## src/rtl/lpm_pkg.sv

```systemverilog
package lpm_pkg;
  localparam int WAKE_BITS = 6;
  localparam logic [WAKE_BITS-1:0] SLEEP_WAKE_MASK = 6'b111110;
  localparam logic [WAKE_BITS-1:0] TIMER_WAKE_MASK = 6'b111100;
  localparam int RESYNC_CYCLES = 3;

  typedef enum logic [3:0] {
    PM_NORM_HI  = 4'd0,
    PM_NORM_LO  = 4'd1,
    PM_DOZE_HI  = 4'd2,
    PM_DOZE_LO  = 4'd3,
    PM_SLEEP    = 4'd4,
    PM_DEEP     = 4'd5,
    PM_PDOWN    = 4'd6,
    PM_RESYNC   = 4'd7,
    PM_OSC_WAIT = 4'd8,
    PM_SUP_WAIT = 4'd9
  } pmState_e;

  typedef struct packed {
    logic ldOsc;
    logic ldSup;
    logic ldResync;
    logic tmrClr;
    logic selLow;
  } pmStrobe_t;
endpackage

```

## src/rtl/lpm_datapath.sv

```systemverilog
module lpm_datapath
  import lpm_pkg::*;
#(
  parameter int DIV_W = 3,
  parameter int CNT_W = 10
) (
  input  logic                 clk,
  input  logic                 rstN,
  input  pmStrobe_t            strobe,
  input  logic [DIV_W-1:0]     divHigh,
  input  logic [DIV_W-1:0]     divLow,
  input  logic [CNT_W-1:0]     oscSettle,
  input  logic [CNT_W-1:0]     supplySettle,
  input  logic [WAKE_BITS-1:0] wakeSrc,
  input  logic [WAKE_BITS-1:0] wakeEn,
  output logic [WAKE_BITS-1:0] wakeHit,
  output logic [DIV_W:0]       divExp,
  output logic                 cntZero,
  output logic                 tmrSeen
);
  localparam logic [CNT_W-1:0] RESYNC_LOAD = CNT_W'(RESYNC_CYCLES - 1);

  logic [CNT_W-1:0] settleCnt;

  assign wakeHit = wakeSrc & wakeEn;
  assign cntZero = (settleCnt == '0);
  assign divExp  = strobe.selLow ? ({1'b0, divLow} + (DIV_W+1)'(1)) : {1'b0, divHigh};

  always_ff @(posedge clk or negedge rstN) begin
    if (!rstN)                settleCnt <= '0;
    else if (strobe.ldOsc)    settleCnt <= oscSettle;
    else if (strobe.ldSup)    settleCnt <= supplySettle;
    else if (strobe.ldResync) settleCnt <= RESYNC_LOAD;
    else if (!cntZero)        settleCnt <= settleCnt - CNT_W'(1);
  end

  always_ff @(posedge clk or negedge rstN) begin
    if (!rstN)                                 tmrSeen <= 1'b0;
    else if (strobe.tmrClr)                    tmrSeen <= 1'b0;
    else if (|(wakeHit & TIMER_WAKE_MASK))     tmrSeen <= 1'b1;
  end
endmodule

```

## src/rtl/lpm_ctrl.sv

```systemverilog
module lpm_ctrl
  import lpm_pkg::*;
(
  input  logic                 clk,
  input  logic                 rstN,
  input  logic                 modeReq,
  input  logic [1:0]           modeSel,
  input  logic                 timerExpSel,
  input  logic                 useLow,
  input  logic                 hardRst,
  input  logic [WAKE_BITS-1:0] wakeHit,
  input  logic                 cntZero,
  input  logic                 tmrSeen,
  output pmState_e             curState,
  output pmStrobe_t            strobe,
  output logic                 gclkEn,
  output logic                 pllEn,
  output logic                 coreEn,
  output logic                 periphEn
);
  pmState_e nxtState;
  pmState_e reqTarget;
  logic     anyWake;
  logic     sleepWake;

  assign anyWake   = |wakeHit;
  assign sleepWake = |(wakeHit & SLEEP_WAKE_MASK);

  always_comb begin
    unique case (modeSel)
      2'b00:   reqTarget = useLow ? PM_NORM_LO : PM_NORM_HI;
      2'b01:   reqTarget = useLow ? PM_DOZE_LO : PM_DOZE_HI;
      2'b10:   reqTarget = PM_SLEEP;
      default: reqTarget = timerExpSel ? PM_DEEP : PM_PDOWN;
    endcase
  end

  always_comb begin
    nxtState        = curState;
    strobe          = '0;
    strobe.tmrClr   = (curState != PM_PDOWN);
    strobe.selLow   = (curState == PM_NORM_LO) || (curState == PM_DOZE_LO);
    unique case (curState)
      PM_NORM_HI: begin
        if (modeReq && reqTarget != curState) nxtState = reqTarget;
      end
      PM_NORM_LO: begin
        if (anyWake || (modeReq && reqTarget == PM_NORM_HI)) begin
          nxtState = PM_RESYNC; strobe.ldResync = 1'b1;
        end else if (modeReq && reqTarget != curState) begin
          nxtState = reqTarget;
        end
      end
      PM_DOZE_HI, PM_DOZE_LO: begin
        if (anyWake || (modeReq && modeSel == 2'b00)) begin
          nxtState = PM_RESYNC; strobe.ldResync = 1'b1;
        end
      end
      PM_SLEEP: begin
        if (sleepWake) begin
          nxtState = PM_RESYNC; strobe.ldResync = 1'b1;
        end
      end
      PM_DEEP: begin
        if (sleepWake) begin
          nxtState = PM_OSC_WAIT; strobe.ldOsc = 1'b1;
        end
      end
      PM_PDOWN: begin
        if (hardRst && tmrSeen) begin
          nxtState = PM_SUP_WAIT; strobe.ldSup = 1'b1;
        end
      end
      PM_SUP_WAIT: begin
        if (cntZero) begin
          nxtState = PM_OSC_WAIT; strobe.ldOsc = 1'b1;
        end
      end
      PM_OSC_WAIT, PM_RESYNC: begin
        if (cntZero) nxtState = PM_NORM_HI;
      end
      default: nxtState = PM_NORM_HI;
    endcase
    if (hardRst && !(curState inside {PM_PDOWN, PM_SUP_WAIT, PM_OSC_WAIT})) begin
      nxtState        = PM_NORM_HI;
      strobe.ldResync = 1'b0;
      strobe.ldOsc    = 1'b0;
    end
  end

  always_ff @(posedge clk or negedge rstN) begin
    if (!rstN) curState <= PM_NORM_HI;
    else       curState <= nxtState;
  end

  always_comb begin
    gclkEn   = curState inside {PM_NORM_HI, PM_NORM_LO, PM_DOZE_HI, PM_DOZE_LO, PM_RESYNC};
    pllEn    = gclkEn || (curState == PM_SLEEP) || (curState == PM_OSC_WAIT);
    coreEn   = (curState == PM_NORM_HI) || (curState == PM_NORM_LO);
    periphEn = gclkEn;
  end
endmodule

```

## src/rtl/lpm_sequencer.sv

```systemverilog
module lpm_sequencer
  import lpm_pkg::*;
#(
  parameter int DIV_W = 3,
  parameter int CNT_W = 10
) (
  input  logic             clk,
  input  logic             rstN,
  input  logic             modeReq,
  input  logic [1:0]       modeSel,
  input  logic             timerExpSel,
  input  logic             useLow,
  input  logic [DIV_W-1:0] divHigh,
  input  logic [DIV_W-1:0] divLow,
  input  logic [CNT_W-1:0] oscSettle,
  input  logic [CNT_W-1:0] supplySettle,
  input  logic             hardRst,
  input  logic [5:0]       wakeSrc,
  input  logic [5:0]       wakeEn,
  output logic [3:0]       pmState,
  output logic [DIV_W:0]   divExp,
  output logic             gclkEn,
  output logic             pllEn,
  output logic             coreEn,
  output logic             periphEn
);
  pmStrobe_t            strobe;
  pmState_e             curState;
  logic [WAKE_BITS-1:0] wakeHit;
  logic                 cntZero;
  logic                 tmrSeen;

  assign pmState = curState;

  lpm_ctrl u_ctrl (
    .clk(clk), .rstN(rstN), .modeReq(modeReq), .modeSel(modeSel),
    .timerExpSel(timerExpSel), .useLow(useLow), .hardRst(hardRst),
    .wakeHit(wakeHit), .cntZero(cntZero), .tmrSeen(tmrSeen),
    .curState(curState), .strobe(strobe), .gclkEn(gclkEn), .pllEn(pllEn),
    .coreEn(coreEn), .periphEn(periphEn)
  );

  lpm_datapath #(.DIV_W(DIV_W), .CNT_W(CNT_W)) u_dp (
    .clk(clk), .rstN(rstN), .strobe(strobe), .divHigh(divHigh), .divLow(divLow),
    .oscSettle(oscSettle), .supplySettle(supplySettle), .wakeSrc(wakeSrc),
    .wakeEn(wakeEn), .wakeHit(wakeHit), .divExp(divExp), .cntZero(cntZero),
    .tmrSeen(tmrSeen)
  );
endmodule

```

## config.mk

```make
export PLATFORM = sky130hd
export DESIGN_NAME = lpm_sequencer
export DESIGN_NICKNAME = d
export VERILOG_FILES = /design/src/rtl/lpm_pkg.sv /design/src/rtl/lpm_datapath.sv /design/src/rtl/lpm_ctrl.sv /design/src/rtl/lpm_sequencer.sv
export SDC_FILE = /design/constraint.sdc
export NUM_CORES = 1
export LEC_CHECK = 0
export BUFFER_PORTS_ARGS = -buffer_cell sky130_fd_sc_hd__clkbuf_2
export CORE_UTILIZATION = 35
export DETAILED_ROUTE_END_ITERATION = 10
export PLACE_DENSITY = 0.69
export SYNTH_ARGS = -nofsm -noshare
export SYNTH_HDL_FRONTEND = slang
export SYNTH_HIERARCHICAL = 1
export SYNTH_SLANG_ARGS = --single-unit
```

## constraint.sdc

```tcl
create_clock -name clk -period 8.1 [get_ports clk]
set_clock_uncertainty 0.1 [all_clocks]
set_input_delay 0.81 -clock clk [delete_from_list [all_inputs] [get_ports clk]]
set_output_delay 0.81 -clock clk [all_outputs]
set_load 0.02 [all_outputs]
```

Yosys cells after proc, flatten, opt, wreduce, memory -nomap -nowiden
Cells that the tools add are included.
{ "totals": {"reg_bits": 15, "output_inout_bits": 12, "elab_cells": 82} }
{ "classes": {"add_sub_neg": 2, "n_eq_ne": 20, "mux": 31, "bitwise_logic": 1, "n_reduce_logical": 25} }
{ "op_table": {"columns": ["operator", "n"], "rows": [
  ["$mux W10", 4],
  ["$mux W4", 10],
  ["$pmux W4 S8", 1],
  ["$eq A4 B3 Y1 const B", 4],
  ["$mux W1", 12],
  ["$pmux W4 S3", 1],
  ["$logic_not A10 Y1", 1],
  ["$sub A10 B1 Y10 const B", 1],
  ["$ne A3 B1 Y1 const B", 3],
  ["$eq A4 B2 Y1 const B", 2],
  ["$eq A4 B4 Y1 const B", 2],
  ["$logic_not A4 Y1", 2],
  ["$and A6 B6 Y6", 1],
  ["$logic_or A1 B1 Y1", 6],
  ["$ne A3 B2 Y1 const B", 2],
  ["$reduce_and A6 Y1", 1],
  ["$reduce_or A6 Y1", 1],
  ["$logic_and A1 B1 Y1", 5],
  ["$reduce_bool A5 Y1", 1],
  ["$reduce_or A5 Y1", 1],
  ["$add A3 B1 Y4 const B", 1],
  ["$eq A4 B1 Y1 const B", 1],
  ["$ne A4 B3 Y1 const B", 1],
  ["$ne A4 B4 Y1", 1],
  ["13 further kinds", 14]
]} }

Longest topological paths before layout
{ "depth": {"word_depth": 11, "mapped_depth": 11, "depth_no_buf": 10} }

By module
Netlist, hierarchy kept.
{ "by_module_without_submodules": {"columns": ["module", "instances", "cells_per_inst", "area_each_um2"], "rows": [
  ["lpm_datapath", 1, 103, 877.1],
  ["lpm_ctrl", 1, 73, 539.3]
]} }

Least setup slack after synthesis
OpenSTA, ideal clock, no wires.
{ "synth_path": {"kind": "input port to flip-flop", "startpoint": "input wakeSrc[5]", "endpoint": "register u_dp.settleCnt[8]", "arrival_time_ns": 3.243, "slack_ns": 4.683, "path_stages": 10, "n_path_buf": 0, "path_cell_list": "and2_1 or2_1 or4_1 a32o_1 o31ai_1 a21boi_1 or2_2 or4_1 a31o_1 a21oi_2"} }
{ "synth_rtl": {"columns": ["element", "line_no", "rtl"], "rows": [
  ["start, declared", "lpm_sequencer.sv:18", "input logic [5:0] wakeSrc,"],
  ["end signal, assigned", "lpm_datapath.sv:31", "else if (strobe.ldOsc) settleCnt <= oscSettle;"],
  ["end signal, assigned", "lpm_datapath.sv:32", "else if (strobe.ldSup) settleCnt <= supplySettle;"],
  ["end signal, assigned", "lpm_datapath.sv:34", "else if (!cntZero) settleCnt <= settleCnt - CNT_W'(1);"],
  ["end, declared", "lpm_datapath.sv:23", "logic [CNT_W-1:0] settleCnt;"]
]} }

==> impl_results.md <==
- Clk network pwr share: 10.8%
- Clock tree from TritonCTS: done
- Share of the synthesized area in the top cell type: 26.50%
- Worst Path Max Fanout: 7
- Layout Nets: 279
- H-Tree Depth: 1
- Hold slack: 0.3602 ns
- Reg power frac: 28.4%
- Fin crit share: 42.52%
- Final hold violations: 0
- Pre-Repair DR Iteration Count: 4
- Ant diodes: 0
- Ys async rst share: 100.0%
- Vias/cell: 5.532
- Mapped Area: 0.001416 mm^2
- Final core utilization: 47.08%
- Area added between synthesis and finish: 25.35%
- Total GRT Usage: 17.93%
- Critical Path Source: wakeSrc[5]
- CTS Root Cell: clkbuf_8
- CTS clk-pin slew, worst paths: 0.07 ns
- Synth top area cells: dfrtp_1 (27%), nor3_1 (6.0%), nor2_1 (4.5%)
- Maximum vdd drop: 109.4 uV
- Resized cells post-CTS: 0
- CP Data Required Time: 8.18 ns
- # DRC: 0
- Initial DRC count: 88
- Most frequent cells in the layout: clkbuf_2 (57), nor3_1 (17), nor2_1 (17), dfrtp_1 (15), nand2_1 (11)
- Logic gate share of total power: 60.8%
- Vias: 1538
- Worst Hold Class: input port to asynchronous set/reset pin
- CTS Hold Bufs: 0
- Worst slew margin: 62.97%
- Most common cell after layout, fill and taps aside: clkbuf_2
- CP max stage cell: or4_1
- Number of flops mapped to enable cells by yosys: 0
- Syn avg cell area: 8.047 um^2
- Top-level I/O count: 58
- Crit path launch type: input port
- Ys flop type: dfrtp_1
- P_int: 300.3 uW
- Mapped Cells: 176
- Starting density of the core: 37.56%
- Post-synthesis sequential area ratio: 26.50%
- CP Class: input port to register
- Clk sinks: 15
- Routed Antenna Nets: 0
- Cell taking the most area after synthesis: dfrtp_1
- Pwr/cell area: 328.9 mW/mm^2
- Seq cells post-synth: 15
- Share of cells above drive strength 1: 32.17%
- Row cnt: 22
- Sequential Area: 375.4 um^2
- Crit-path leading delay family: simple AND/OR/NAND/NOR gates
- Core ar.: 0.003771 mm^2
- Die ar.: 0.004305 mm^2
- Placer Congestion: 0.8268
- Highest Clock Rate: 290.3 MHz
- Die Y: 65.62 um
- Synth warn: 6
- Endpoints failing setup: 0
- Gr ovfl total: 0
- Cell total after placement: 274
- DP Wirelength: 2.771 mm
- Critical-path cell list: clkbuf_2 -> and2_1 -> or2_1 -> or4_1 -> a32o_1 -> o31ai_1 -> a21boi_1 -> or2_2 -> or4_1 -> a31o_1 -> a21oi_2
- CP Capture Type: register
- Buf+Inv Stages, Crit Path: 1
- Maximum root-to-sink buffer count: 2
- Status: finished, final reports clean
- Net Switching: 283.6 uW
- Worst R2R Start: u_dp/settleCnt[0]
- Sw frac: 48.57%
- Finished Layout Cells: 278
- Total length of routed wires: 3.629 mm
- Minimum clock period: 3.444 ns
- Place WS: 4.397 ns
- Setup TNS: 0 ns
- Crit path largest cell delay: 0.51 ns
- Number of global-route vias before repair: 1299
- RSZ-0062 raised after global routing: false
- Worst path most repeated cell: or4_1
- Setup ws final: 4.656 ns
- LEAKAGE: 0.0007949 uW
- Post-CTS setup buffer count: 0
- Die X: 65.62 um
- Fin. max-slew vios: 0
- Netlist cell types: 58
- Critical path arrival: 3.53 ns
- Max Cap Viol: 0
- Layout fillers: 370
- Initial antenna violation count: 0
- Clk Latency, worst-skew pair: 0.25 ns
- Global-route wire length before repair: 5.961 mm
- Area of the multi-input gates: 955.9 um^2
- Tightest Pin Transition: 0.5478 ns
- I/O Buffers: 57
- Largest net degree at the start of global routing: 19
- Syn nets: 224
- TritonCTS Buffers: 3
- Drt wl/cell: 13.05 um
## cell families (layout without fill, tap and decap cells)
family          after synthesis  after routing  share of synthesized area, %
xor+xnor                      5              5                         3.092
mux                           3              3                         2.208
simple gates                 84             84                         33.83
flops                        15             15                         26.50
compound gates               48             48                         26.59
fa+ha+maj                     2              2                         1.767
buf+inv                      19             73                         6.007
## power by group through the flow
stage / registers [uW] / clock network [uW] / logic [uW]
CTS: 163 / 64.1 / 355
detailed placement: 165 / 0 / 353
finish: 166 / 63.3 / 355
global placement: 165 / 0 / 351
floorplan: 145 / 0 / 286
global route: 172 / 69.3 / 392
## Yosys cell counts, types with 2 or more instances
master and n:
or3_1 3, nor3_1 17, nor2_1 17, xor2_1 4, a31oi_1 4, o31ai_1 5
or2_2 2, mux2i_1 2, nand2_1 11, a32o_1 4, o211ai_1 4, a2111oi_0 4
nor2b_1 2, nand2b_1 4, ha_1 2, nor3b_1 3, and3_1 2, a21oi_1 6
o21ai_0 2, a221oi_1 4, and2_1 6, or4_1 2, dfrtp_1 15, inv_1 10
a22oi_1 2, a31o_1 2, buf_2 2, and4_1 2, clkbuf_1 4
## per-layer routing
metal	vias to the layer above	track usage, %	share of wire [%]
met3	2	3.299	4.4
li1	786	-	-
met2	37	28.09	45
met5	-	0	0
met1	713	25.61	50
met4	0	3.261	0.39
## registers in the layout, indices dropped and copies added (netlist names)
signal and count:
u_dp/settleCnt 10, u_ctrl/curState 4, u_dp/tmrSeen 1
## worst register-to-register path: cells and delay by family (launching register included)
kind / cells / cell delay [ns]
AO/OA/AOI/OAI: 3 / 0.43
adder cells (fa/ha/maj): 1 / 0.19
buffers and inverters: 3 / 0.51
flip-flops: 1 / 0.41
AND/OR/NAND/NOR: 3 / 1.20
## metrics by stage
| stage | power [uW] | cell area (um^2) |
|---|---|---|
| 6_report | 583.9 | 1775 |
| 5_1_grt | 633.7 | 1775 |
| 4_1_cts | 581.8 | 1775 |
| 3_5_place_dp | 517.7 | 1729 |
| 3_3_place_gp | 516.5 | 1729 |
| 2_1_floorplan | 431.8 | 1416 |
## path summary, 6_finish.rpt
kind | end | slack [ns] | cells after the start
setup / recovery | u_dp/settleCnt[8] | 4.66 | 11
hold / removal | u_dp/settleCnt[7] | 0.36 | 1
setup reg to reg | u_dp/settleCnt[9] | 5.15 | 10
hold reg to reg | u_dp/tmrSeen | 0.45 | 2
max in group asynchronous | u_dp/tmrSeen | 7.26 | 1
min in group clk | u_dp/tmrSeen | 0.45 | 2
## final cells by class
| class | instances | share of cell area (%) |
|---|---|---|
| sequential | 15 | 21.14 |
| clock inverter | 1 | 0.2819 |
| inverter | 10 | 2.114 |
| tap | 48 | 3.383 |
| timing repair buffer | 59 | 16.91 |
| clock buffer | 3 | 2.326 |
| multi-input combinational | 142 | 53.84 |
No activity file was read; power rests on OpenSTA's default activity.
